===== config.mk =====
export PLATFORM = sky130hd
export DESIGN_NAME = spin_detect_table
export DESIGN_NICKNAME = d
export VERILOG_FILES = /design/src/rtl/spin_pkg.sv /design/src/rtl/spin_ctrl.sv /design/src/rtl/spin_datapath.sv /design/src/rtl/spin_detect_table.sv
export SDC_FILE = /design/constraint.sdc
export NUM_CORES = 2
export LEC_CHECK = 0
export ABC_AREA = 1
export BUFFER_PORTS_ARGS = -buffer_cell sky130_fd_sc_hd__buf_2
export CAP_MARGIN = 15
export CORE_MARGIN = 2
export CORE_UTILIZATION = 60
export CTS_CLUSTER_SIZE = 12
export DETAILED_ROUTE_END_ITERATION = 8
export HOLD_SLACK_MARGIN = 0.12
export PLACE_DENSITY = 0.86
export SLEW_MARGIN = 10
export SYNTH_ARGS = -nofsm -noshare
export SYNTH_HDL_FRONTEND = slang
export SYNTH_SLANG_ARGS = --single-unit

===== constraint.sdc =====
create_clock -name clk -period 14.39 [get_ports clk]
set_input_delay 2.878 -clock clk [delete_from_list [all_inputs] [get_ports clk]]
set_output_delay 2.878 -clock clk [all_outputs]
set_load 0.02 [all_outputs]

===== src/rtl/spin_pkg.sv =====
package spin_pkg;
  // Strobes from the control to the entry store and accumulator
  typedef struct packed {
    logic wrEn;        // update entry wrIdx this cycle
    logic restart;     // load fresh pc/addr/data/stamp, count = 1
    logic bump;        // same value seen again: count + 1
    logic markNext;    // mark value to write (or OR in on bump)
    logic accumulate;  // confirmed spin: add elapsed time
  } spin_strobe_t;
endpackage


===== src/rtl/spin_ctrl.sv =====
module spin_ctrl
  import spin_pkg::*;
#(
  parameter int N          = 8,
  parameter int IDX_W      = 3,
  parameter int CNT_W      = 8,
  parameter int DEF_THRESH = 3
) (
  input  logic             clk,
  input  logic             rst_n,
  input  logic             cfgWe,
  input  logic [CNT_W-1:0] cfgThresh,
  input  logic             ldValid,
  input  logic             ldRemote,
  input  logic [N-1:0]     hitVec,
  input  logic [N-1:0]     validVec,
  input  logic             hitAddrSame,
  input  logic             hitDataSame,
  input  logic             hitMarked,
  input  logic [CNT_W-1:0] hitCnt,
  output spin_strobe_t     stb,
  output logic [IDX_W-1:0] wrIdx
);
  localparam logic [IDX_W-1:0] OLDEST = IDX_W'(N - 1);

  logic [CNT_W-1:0] thresh;
  logic [IDX_W-1:0] age [N];
  logic [IDX_W-1:0] hitIdx;
  logic [IDX_W-1:0] victimIdx;
  logic             anyHit;
  logic             anyFree;
  logic [CNT_W-1:0] cntNext;

  // Programmable repeat threshold
  always_ff @(posedge clk or negedge rst_n) begin
    if (!rst_n)     thresh <= CNT_W'(DEF_THRESH);
    else if (cfgWe) thresh <= cfgThresh;
  end

  // Hit encoder
  always_comb begin
    hitIdx = '0;
    anyHit = 1'b0;
    for (int i = 0; i < N; i++) begin
      if (hitVec[i]) begin
        hitIdx = IDX_W'(i);
        anyHit = 1'b1;
      end
    end
  end

  // Victim: lowest empty entry, otherwise the oldest by age
  always_comb begin
    victimIdx = '0;
    anyFree   = 1'b0;
    for (int i = N - 1; i >= 0; i--) begin
      if (!validVec[i]) begin
        victimIdx = IDX_W'(i);
        anyFree   = 1'b1;
      end
    end
    if (!anyFree) begin
      for (int i = 0; i < N; i++) begin
        if (age[i] == OLDEST) victimIdx = IDX_W'(i);
      end
    end
  end

  assign cntNext = (hitCnt == '1) ? hitCnt : hitCnt + 1'b1;

  // Decision for the retired load
  always_comb begin
    stb   = '0;
    wrIdx = anyHit ? hitIdx : victimIdx;
    if (ldValid) begin
      stb.wrEn = 1'b1;
      if (anyHit && hitAddrSame && hitDataSame) begin
        stb.bump     = 1'b1;
        stb.markNext = (cntNext > thresh);
      end else begin
        stb.restart    = 1'b1;
        stb.markNext   = (CNT_W'(1) > thresh);
        stb.accumulate = anyHit && hitAddrSame && hitMarked && ldRemote;
      end
    end
  end

  // Recency ages: a permutation of 0..N-1, 0 = most recent
  always_ff @(posedge clk or negedge rst_n) begin
    if (!rst_n) begin
      for (int i = 0; i < N; i++) age[i] <= IDX_W'(i);
    end else if (stb.wrEn) begin
      for (int i = 0; i < N; i++) begin
        if (IDX_W'(i) == wrIdx)      age[i] <= '0;
        else if (age[i] < age[wrIdx]) age[i] <= age[i] + 1'b1;
      end
    end
  end
endmodule


===== src/rtl/spin_datapath.sv =====
module spin_datapath
  import spin_pkg::*;
#(
  parameter int N      = 8,
  parameter int IDX_W  = 3,
  parameter int PC_W   = 64,
  parameter int ADDR_W = 64,
  parameter int DATA_W = 64,
  parameter int TS_W   = 32,
  parameter int CNT_W  = 8,
  parameter int ACC_W  = 32
) (
  input  logic              clk,
  input  logic              rst_n,
  input  logic [PC_W-1:0]   ldPc,
  input  logic [ADDR_W-1:0] ldAddr,
  input  logic [DATA_W-1:0] ldData,
  input  logic [TS_W-1:0]   ldTs,
  input  spin_strobe_t      stb,
  input  logic [IDX_W-1:0]  wrIdx,
  output logic [N-1:0]      hitVec,
  output logic [N-1:0]      validVec,
  output logic              hitAddrSame,
  output logic              hitDataSame,
  output logic              hitMarked,
  output logic [CNT_W-1:0]  hitCnt,
  output logic [ACC_W-1:0]  spinCycles,
  output logic              spinEvent
);
  localparam int SUM_W = ((ACC_W > TS_W) ? ACC_W : TS_W) + 1;
  localparam logic [SUM_W-1:0] ACC_MAX = {{(SUM_W-ACC_W){1'b0}}, {ACC_W{1'b1}}};

  logic [PC_W-1:0]   pcTab   [N];
  logic [ADDR_W-1:0] addrTab [N];
  logic [DATA_W-1:0] dataTab [N];
  logic [TS_W-1:0]   tsTab   [N];
  logic [CNT_W-1:0]  cntTab  [N];
  logic [N-1:0]      markTab;
  logic [TS_W-1:0]   hitTs;
  logic [TS_W-1:0]   elapsed;
  logic [SUM_W-1:0]  sumWide;

  // Per-entry tag match
  for (genvar g = 0; g < N; g++) begin : g_match
    assign hitVec[g] = validVec[g] && (pcTab[g] == ldPc);
  end

  // Fields of the matching entry
  always_comb begin
    hitAddrSame = 1'b0;
    hitDataSame = 1'b0;
    hitMarked   = 1'b0;
    hitCnt      = '0;
    hitTs       = '0;
    for (int i = 0; i < N; i++) begin
      if (hitVec[i]) begin
        hitAddrSame = (addrTab[i] == ldAddr);
        hitDataSame = (dataTab[i] == ldData);
        hitMarked   = markTab[i];
        hitCnt      = cntTab[i];
        hitTs       = tsTab[i];
      end
    end
  end

  // Entry storage
  always_ff @(posedge clk or negedge rst_n) begin
    if (!rst_n) begin
      validVec <= '0;
      markTab  <= '0;
      for (int i = 0; i < N; i++) begin
        pcTab[i]   <= '0;
        addrTab[i] <= '0;
        dataTab[i] <= '0;
        tsTab[i]   <= '0;
        cntTab[i]  <= '0;
      end
    end else if (stb.wrEn) begin
      if (stb.restart) begin
        validVec[wrIdx] <= 1'b1;
        pcTab[wrIdx]    <= ldPc;
        addrTab[wrIdx]  <= ldAddr;
        dataTab[wrIdx]  <= ldData;
        tsTab[wrIdx]    <= ldTs;
        cntTab[wrIdx]   <= CNT_W'(1);
        markTab[wrIdx]  <= stb.markNext;
      end else if (stb.bump) begin
        if (cntTab[wrIdx] != '1) cntTab[wrIdx] <= cntTab[wrIdx] + 1'b1;
        if (stb.markNext)        markTab[wrIdx] <= 1'b1;
      end
    end
  end

  // Saturating spin-cycle accumulator
  assign elapsed = ldTs - hitTs;
  assign sumWide = SUM_W'(spinCycles) + SUM_W'(elapsed);

  always_ff @(posedge clk or negedge rst_n) begin
    if (!rst_n) begin
      spinCycles <= '0;
      spinEvent  <= 1'b0;
    end else begin
      spinEvent <= stb.accumulate;
      if (stb.accumulate)
        spinCycles <= (sumWide > ACC_MAX) ? ACC_MAX[ACC_W-1:0] : sumWide[ACC_W-1:0];
    end
  end
endmodule


===== src/rtl/spin_detect_table.sv =====
module spin_detect_table
  import spin_pkg::*;
#(
  parameter int N          = 8,
  parameter int PC_W       = 64,
  parameter int ADDR_W     = 64,
  parameter int DATA_W     = 64,
  parameter int TS_W       = 32,
  parameter int CNT_W      = 8,
  parameter int ACC_W      = 32,
  parameter int DEF_THRESH = 3
) (
  input  logic              clk,
  input  logic              rst_n,
  input  logic              cfgWe,
  input  logic [CNT_W-1:0]  cfgThresh,
  input  logic              ldValid,
  input  logic [PC_W-1:0]   ldPc,
  input  logic [ADDR_W-1:0] ldAddr,
  input  logic [DATA_W-1:0] ldData,
  input  logic [TS_W-1:0]   ldTs,
  input  logic              ldRemote,
  output logic [ACC_W-1:0]  spinCycles,
  output logic              spinEvent
);
  localparam int IDX_W = (N > 1) ? $clog2(N) : 1;

  spin_strobe_t     stb;
  logic [IDX_W-1:0] wrIdx;
  logic [N-1:0]     hitVec;
  logic [N-1:0]     validVec;
  logic             hitAddrSame;
  logic             hitDataSame;
  logic             hitMarked;
  logic [CNT_W-1:0] hitCnt;

  spin_ctrl #(
    .N(N), .IDX_W(IDX_W), .CNT_W(CNT_W), .DEF_THRESH(DEF_THRESH)
  ) ctrl_i (
    .clk(clk), .rst_n(rst_n), .cfgWe(cfgWe), .cfgThresh(cfgThresh),
    .ldValid(ldValid), .ldRemote(ldRemote), .hitVec(hitVec),
    .validVec(validVec), .hitAddrSame(hitAddrSame), .hitDataSame(hitDataSame),
    .hitMarked(hitMarked), .hitCnt(hitCnt), .stb(stb), .wrIdx(wrIdx)
  );

  spin_datapath #(
    .N(N), .IDX_W(IDX_W), .PC_W(PC_W), .ADDR_W(ADDR_W), .DATA_W(DATA_W),
    .TS_W(TS_W), .CNT_W(CNT_W), .ACC_W(ACC_W)
  ) dp_i (
    .clk(clk), .rst_n(rst_n), .ldPc(ldPc), .ldAddr(ldAddr), .ldData(ldData),
    .ldTs(ldTs), .stb(stb), .wrIdx(wrIdx), .hitVec(hitVec), .validVec(validVec),
    .hitAddrSame(hitAddrSame), .hitDataSame(hitDataSame), .hitMarked(hitMarked),
    .hitCnt(hitCnt), .spinCycles(spinCycles), .spinEvent(spinEvent)
  );
endmodule


==> metrics.md <==
| Metric | Value |
|---|---|
| Run status | finished, final reports clean |
| Placed wire-length estimate | 240700 um |
| Instance count of the mapped netlist | roughly 12000 |
| Number of levels the H-tree was split into | 4 |
| Setup Fix Bufs, Post-CTS | 0 |
| Power Density | 214.3 nW/um^2 |
| Clock Tree Buf Depth | 3 |
| Number of warning messages in the yosys log | 0 |
| Most area-consuming cells after synthesis | sky130_fd_sc_hd__dfrtp_1 (49%), sky130_fd_sc_hd__nand2_1 (13%), sky130_fd_sc_hd__o21ai_0 (10%) |
| Critical Path Source Type | input port |
| Die ar. | approximately 170000 um^2 |
| Avg Vias per Cell | slightly above 6 |
| Overall routed net length | roughly 350000 um |
| Top flip-flop cell by instance count after synthesis | sky130_fd_sc_hd__dfrtp_1 |
| Final antenna-violating net count | 0 |
| Remaining design rule violation count | 0 |
| Net count after synthesis | about 12000 |
| First-pass iteration count of the detailed router | 9 |
| Register-to-register setup slack | just over 5 ns |
| Data arrival at the endpoint of the critical path | 12.15 ns |
| Final routed wire length divided by cell count | 25.00 um |
| Number of enable flip-flop cells after synthesis | 0 |
| Classification of the worst-slack hold path | reg -> reg |
| Combined area of all synthesized cells | 97970 um^2 |
| Number of standard-cell rows in the floorplan | between 100 and 150 |
| Required time of the worst setup path | 15.12 ns |
| DIE WIDTH | 408.1 um |
| Final setup violation count | 0 |
| Initial DRC count | 11740 |
| Max-capacitance violation count | 0 |
| Critical path class | in -> reg |
| Library cell appearing most often on the critical path | sky130_fd_sc_hd__nand2_1 |
| Cell with the largest stage delay on the worst path | sky130_fd_sc_hd__nor2_1 |
| Largest stage delay on the critical path | 0.64 ns |
| Clock insertion delay at the later pin of the skew report | 0.86 ns |
| Hold Slack | 0.4843 ns |
| Unique masters post-synth | 61 |
| Layout net count | 11870 |
| GR Overflow Total | 0 |
| Post-synthesis register bit count | 1937 |
| Worst IR Drop VDD | approximately 0.25 mV |
| Post-Place Cell Area | 99450 um^2 |
| Area fraction in and, or, nand and nor cells after synthesis | 0.1984 |
| Global-route wire length before repair | 519000 um |
| Post-layout min period | 11.42 ns |
| Achievable frequency | 87.54 MHz |
| Compound-Gate Fraction of Synth Area | 0.1405 |
| Endpoint class of the critical path | register |
| Portion of synthesized cell area occupied by the leading cell type | 0.4912 |
| Vias post-DR | 85550 |
| Total clock sinks | 1937 |
| Setup TNS Final | 0 ns |
| Post-cts gate resize count | 0 |
| Clock Pin Slew Worst Setup and Hold Paths | 0.06 ns |
| Ys async rst share | 1.000 |
| Post-synthesis share of cell area spent on full adders, half adders and majority gates | 0.01433 |
| Sequential cell area fraction in the yosys report | 0.4950 |
| Finished layout cell area | 105900 um^2 |
| Via count of the first global-routing pass | 81580 |
| Last weighted congestion value of the routability-driven placer | around 1.1 |
| CTS tree | built |
| Inserted Clock Buffers | 200 |
| Number of port buffers | ~270 |
| Final clock period utilization by the worst path | 0.7938 |
| Biggest area consumer among synthesized cells | sky130_fd_sc_hd__dfrtp_1 |
| Starting density of the core | 0.6032 |
| Slew at the pin closest to its max-slew limit | 1.341 ns |
| Area growth from synthesis to layout | 8.062% |
| Worst relative slew slack | 0.1057 |
| Final Max Tran Viols | 0 |
| Top-Level Pins | 270 |
| Core area | 162400 um^2 |
| Largest net degree at the start of global routing | 244 |
| RSZ-0062 raised after global routing | no |
| # hold bufs at CTS | 0 |
| Clk_skew | 0.04691 ns |
| Mux contribution to synthesized area | 0.002976 |
| Area share of xor/xnor cells in the synthesized design | 0.08930 |
| Largest family of logic cells by synthesized area | simple AND/OR/NAND/NOR gates |
| Average instance area after synthesis | 8.345 um^2 |
| Top fanout value on the critical path | 22 |
| Number of antenna violations at the first check in global routing | 26 |
| Standby leakage power | 49.67 nW |
| Combined global-route utilization of all metal layers | 0.4123 |
| Cell at the root of the clock tree | sky130_fd_sc_hd__clkbuf_16 |
| Final hold viol count | 0 |
| Y dimension of the die | 408.1 um |
| Fraction of final layout cells sized beyond drive strength 1 | 0.07983 |
## where the power goes
group	switching, mW	internal [mW]	total (mW)	leakage [nW]
Sequential	1.85	7.77	9.63	24.6
Clock	2.25	2.92	5.17	3.12
Combinational	5.14	2.75	7.89	22.0
## critical path: cells and delay by family
family / cells / cell delay (ns)
AO/OA/AOI/OAI: 16 / 3.89
buffers and inverters: 5 / 1.38
AND/OR/NAND/NOR: 15 / 3.09
XOR/XNOR: 1 / 0.20
adder cells (fa/ha/maj): 2 / 0.65
## layout by cell type (no fill, tap or decap), types with 30 or more instances in the layout
cell type / Yosys / layout
sky130_fd_sc_hd__a21oi_1: 184 / 184
sky130_fd_sc_hd__buf_2: 340 / 268
sky130_fd_sc_hd__buf_4: 17 / 61
sky130_fd_sc_hd__clkbuf_1: 373 / 58
sky130_fd_sc_hd__clkbuf_16: 0 / 204
sky130_fd_sc_hd__clkbuf_8: 0 / 32
sky130_fd_sc_hd__dfrtp_1: 1923 / 1923
sky130_fd_sc_hd__ha_1: 109 / 109
sky130_fd_sc_hd__inv_1: 577 / 577
sky130_fd_sc_hd__inv_2: 64 / 65
sky130_fd_sc_hd__nand2_1: 3449 / 3449
sky130_fd_sc_hd__nand3_1: 161 / 158
sky130_fd_sc_hd__nand3b_1: 30 / 30
sky130_fd_sc_hd__nand4_1: 200 / 200
sky130_fd_sc_hd__nor2_1: 449 / 449
sky130_fd_sc_hd__nor3_1: 63 / 63
sky130_fd_sc_hd__nor4_1: 83 / 83
sky130_fd_sc_hd__o2111ai_1: 41 / 41
sky130_fd_sc_hd__o21ai_0: 1968 / 1968
sky130_fd_sc_hd__o21ai_1: 207 / 207
sky130_fd_sc_hd__o221ai_1: 32 / 32
sky130_fd_sc_hd__o22ai_1: 63 / 63
sky130_fd_sc_hd__or2_2: 148 / 148
sky130_fd_sc_hd__xnor2_1: 696 / 696
sky130_fd_sc_hd__xor2_1: 301 / 301
## cell type report
class                   instances  area (um^2)
diodes                         18        45.04
clock buffers                 294         5763
clock inverters                47        611.8
fillers                     13140        56540
inverters                     645         2421
multi-input cells            8397        43750
flip-flops and latches       1937        48490
well taps                    2175         2721
repair buffers                342         2059
## stage by stage
step	util	setup slack, ns	power [mW]	instances
after CTS	0.6516	3.214	22.48	13840
after detailed placement	0.6123	2.369	17.27	13500
after floorplan	-	5.211	14.59	11740
after global routing	0.6518	2.349	24.00	13850
final	0.6519	2.967	22.68	13860
after global placement	0.6123	2.534	16.83	13500
## kinds of logic (layout without fill, tap and decap cells)
kind of cell,after synthesis,count (layout)
AND/OR/NAND/NOR,4654,4654
flip-flops,1937,1937
buffers and inverters,1405,1328
XOR/XNOR,998,998
multiplexers,29,29
adder cells (fa/ha/maj),111,111
other,0,18
AO/OA/AOI/OAI,2605,2605
## cells in the mapped netlist (all sizes together), types with 13 or more instances
master   instances
a21oi          185
o22ai           63
dfrtp         1923
o2111ai         41
ha             109
or2            149
a21boi          13
clkbuf         382
nor2           470
o221ai          32
inv            641
nand4          207
a32o            25
nand3          175
o211ai          26
nand2         3471
mux2i           28
buf            378
xnor2          696
xor2           302
o21ai         2184
dfstp           14
nand3b          30
nor3            63
nor4            83
## metal layers
metal,vias to the layer above,share of wire,track usage
met4,16,0.067,0.2302
met3,1087,0.11,0.08873
met5,-,0.00032,0
met2,5289,0.44,0.6220
met1,41400,0.38,0.5562
li1,37750,-,-
## state kept, by name, indices dropped and copies added (netlist names)
| register | count |
|---|---|
| dp_i.validVec | 8 |
| dp_i.tsTab | 256 |
| dp_i.spinCycles | 32 |
| ctrl_i.age | 24 |
| ctrl_i.thresh | 8 |
| dp_i.addrTab | 512 |
| dp_i.cntTab | 64 |
| dp_i.pcTab | 512 |
| dp_i.markTab | 8 |
| dp_i.spinEvent | 1 |
| dp_i.dataTab | 512 |
## final timing paths
path                                  from                  to  cells past startpoint
min in group asynchronous            rst_n   dp_i.dataTab[280]                      1
min reg2reg                 dp_i.tsTab[57]      dp_i.tsTab[57]                      2
max reg2reg                dp_i.pcTab[429]  dp_i.spinCycles[2]                     38
min                         dp_i.tsTab[57]      dp_i.tsTab[57]                      2
max                               ldPc[16]  dp_i.spinCycles[2]                     39
max in group asynchronous            rst_n   dp_i.addrTab[482]                      4
Note: power is estimated with default switching activity, not from simulation.
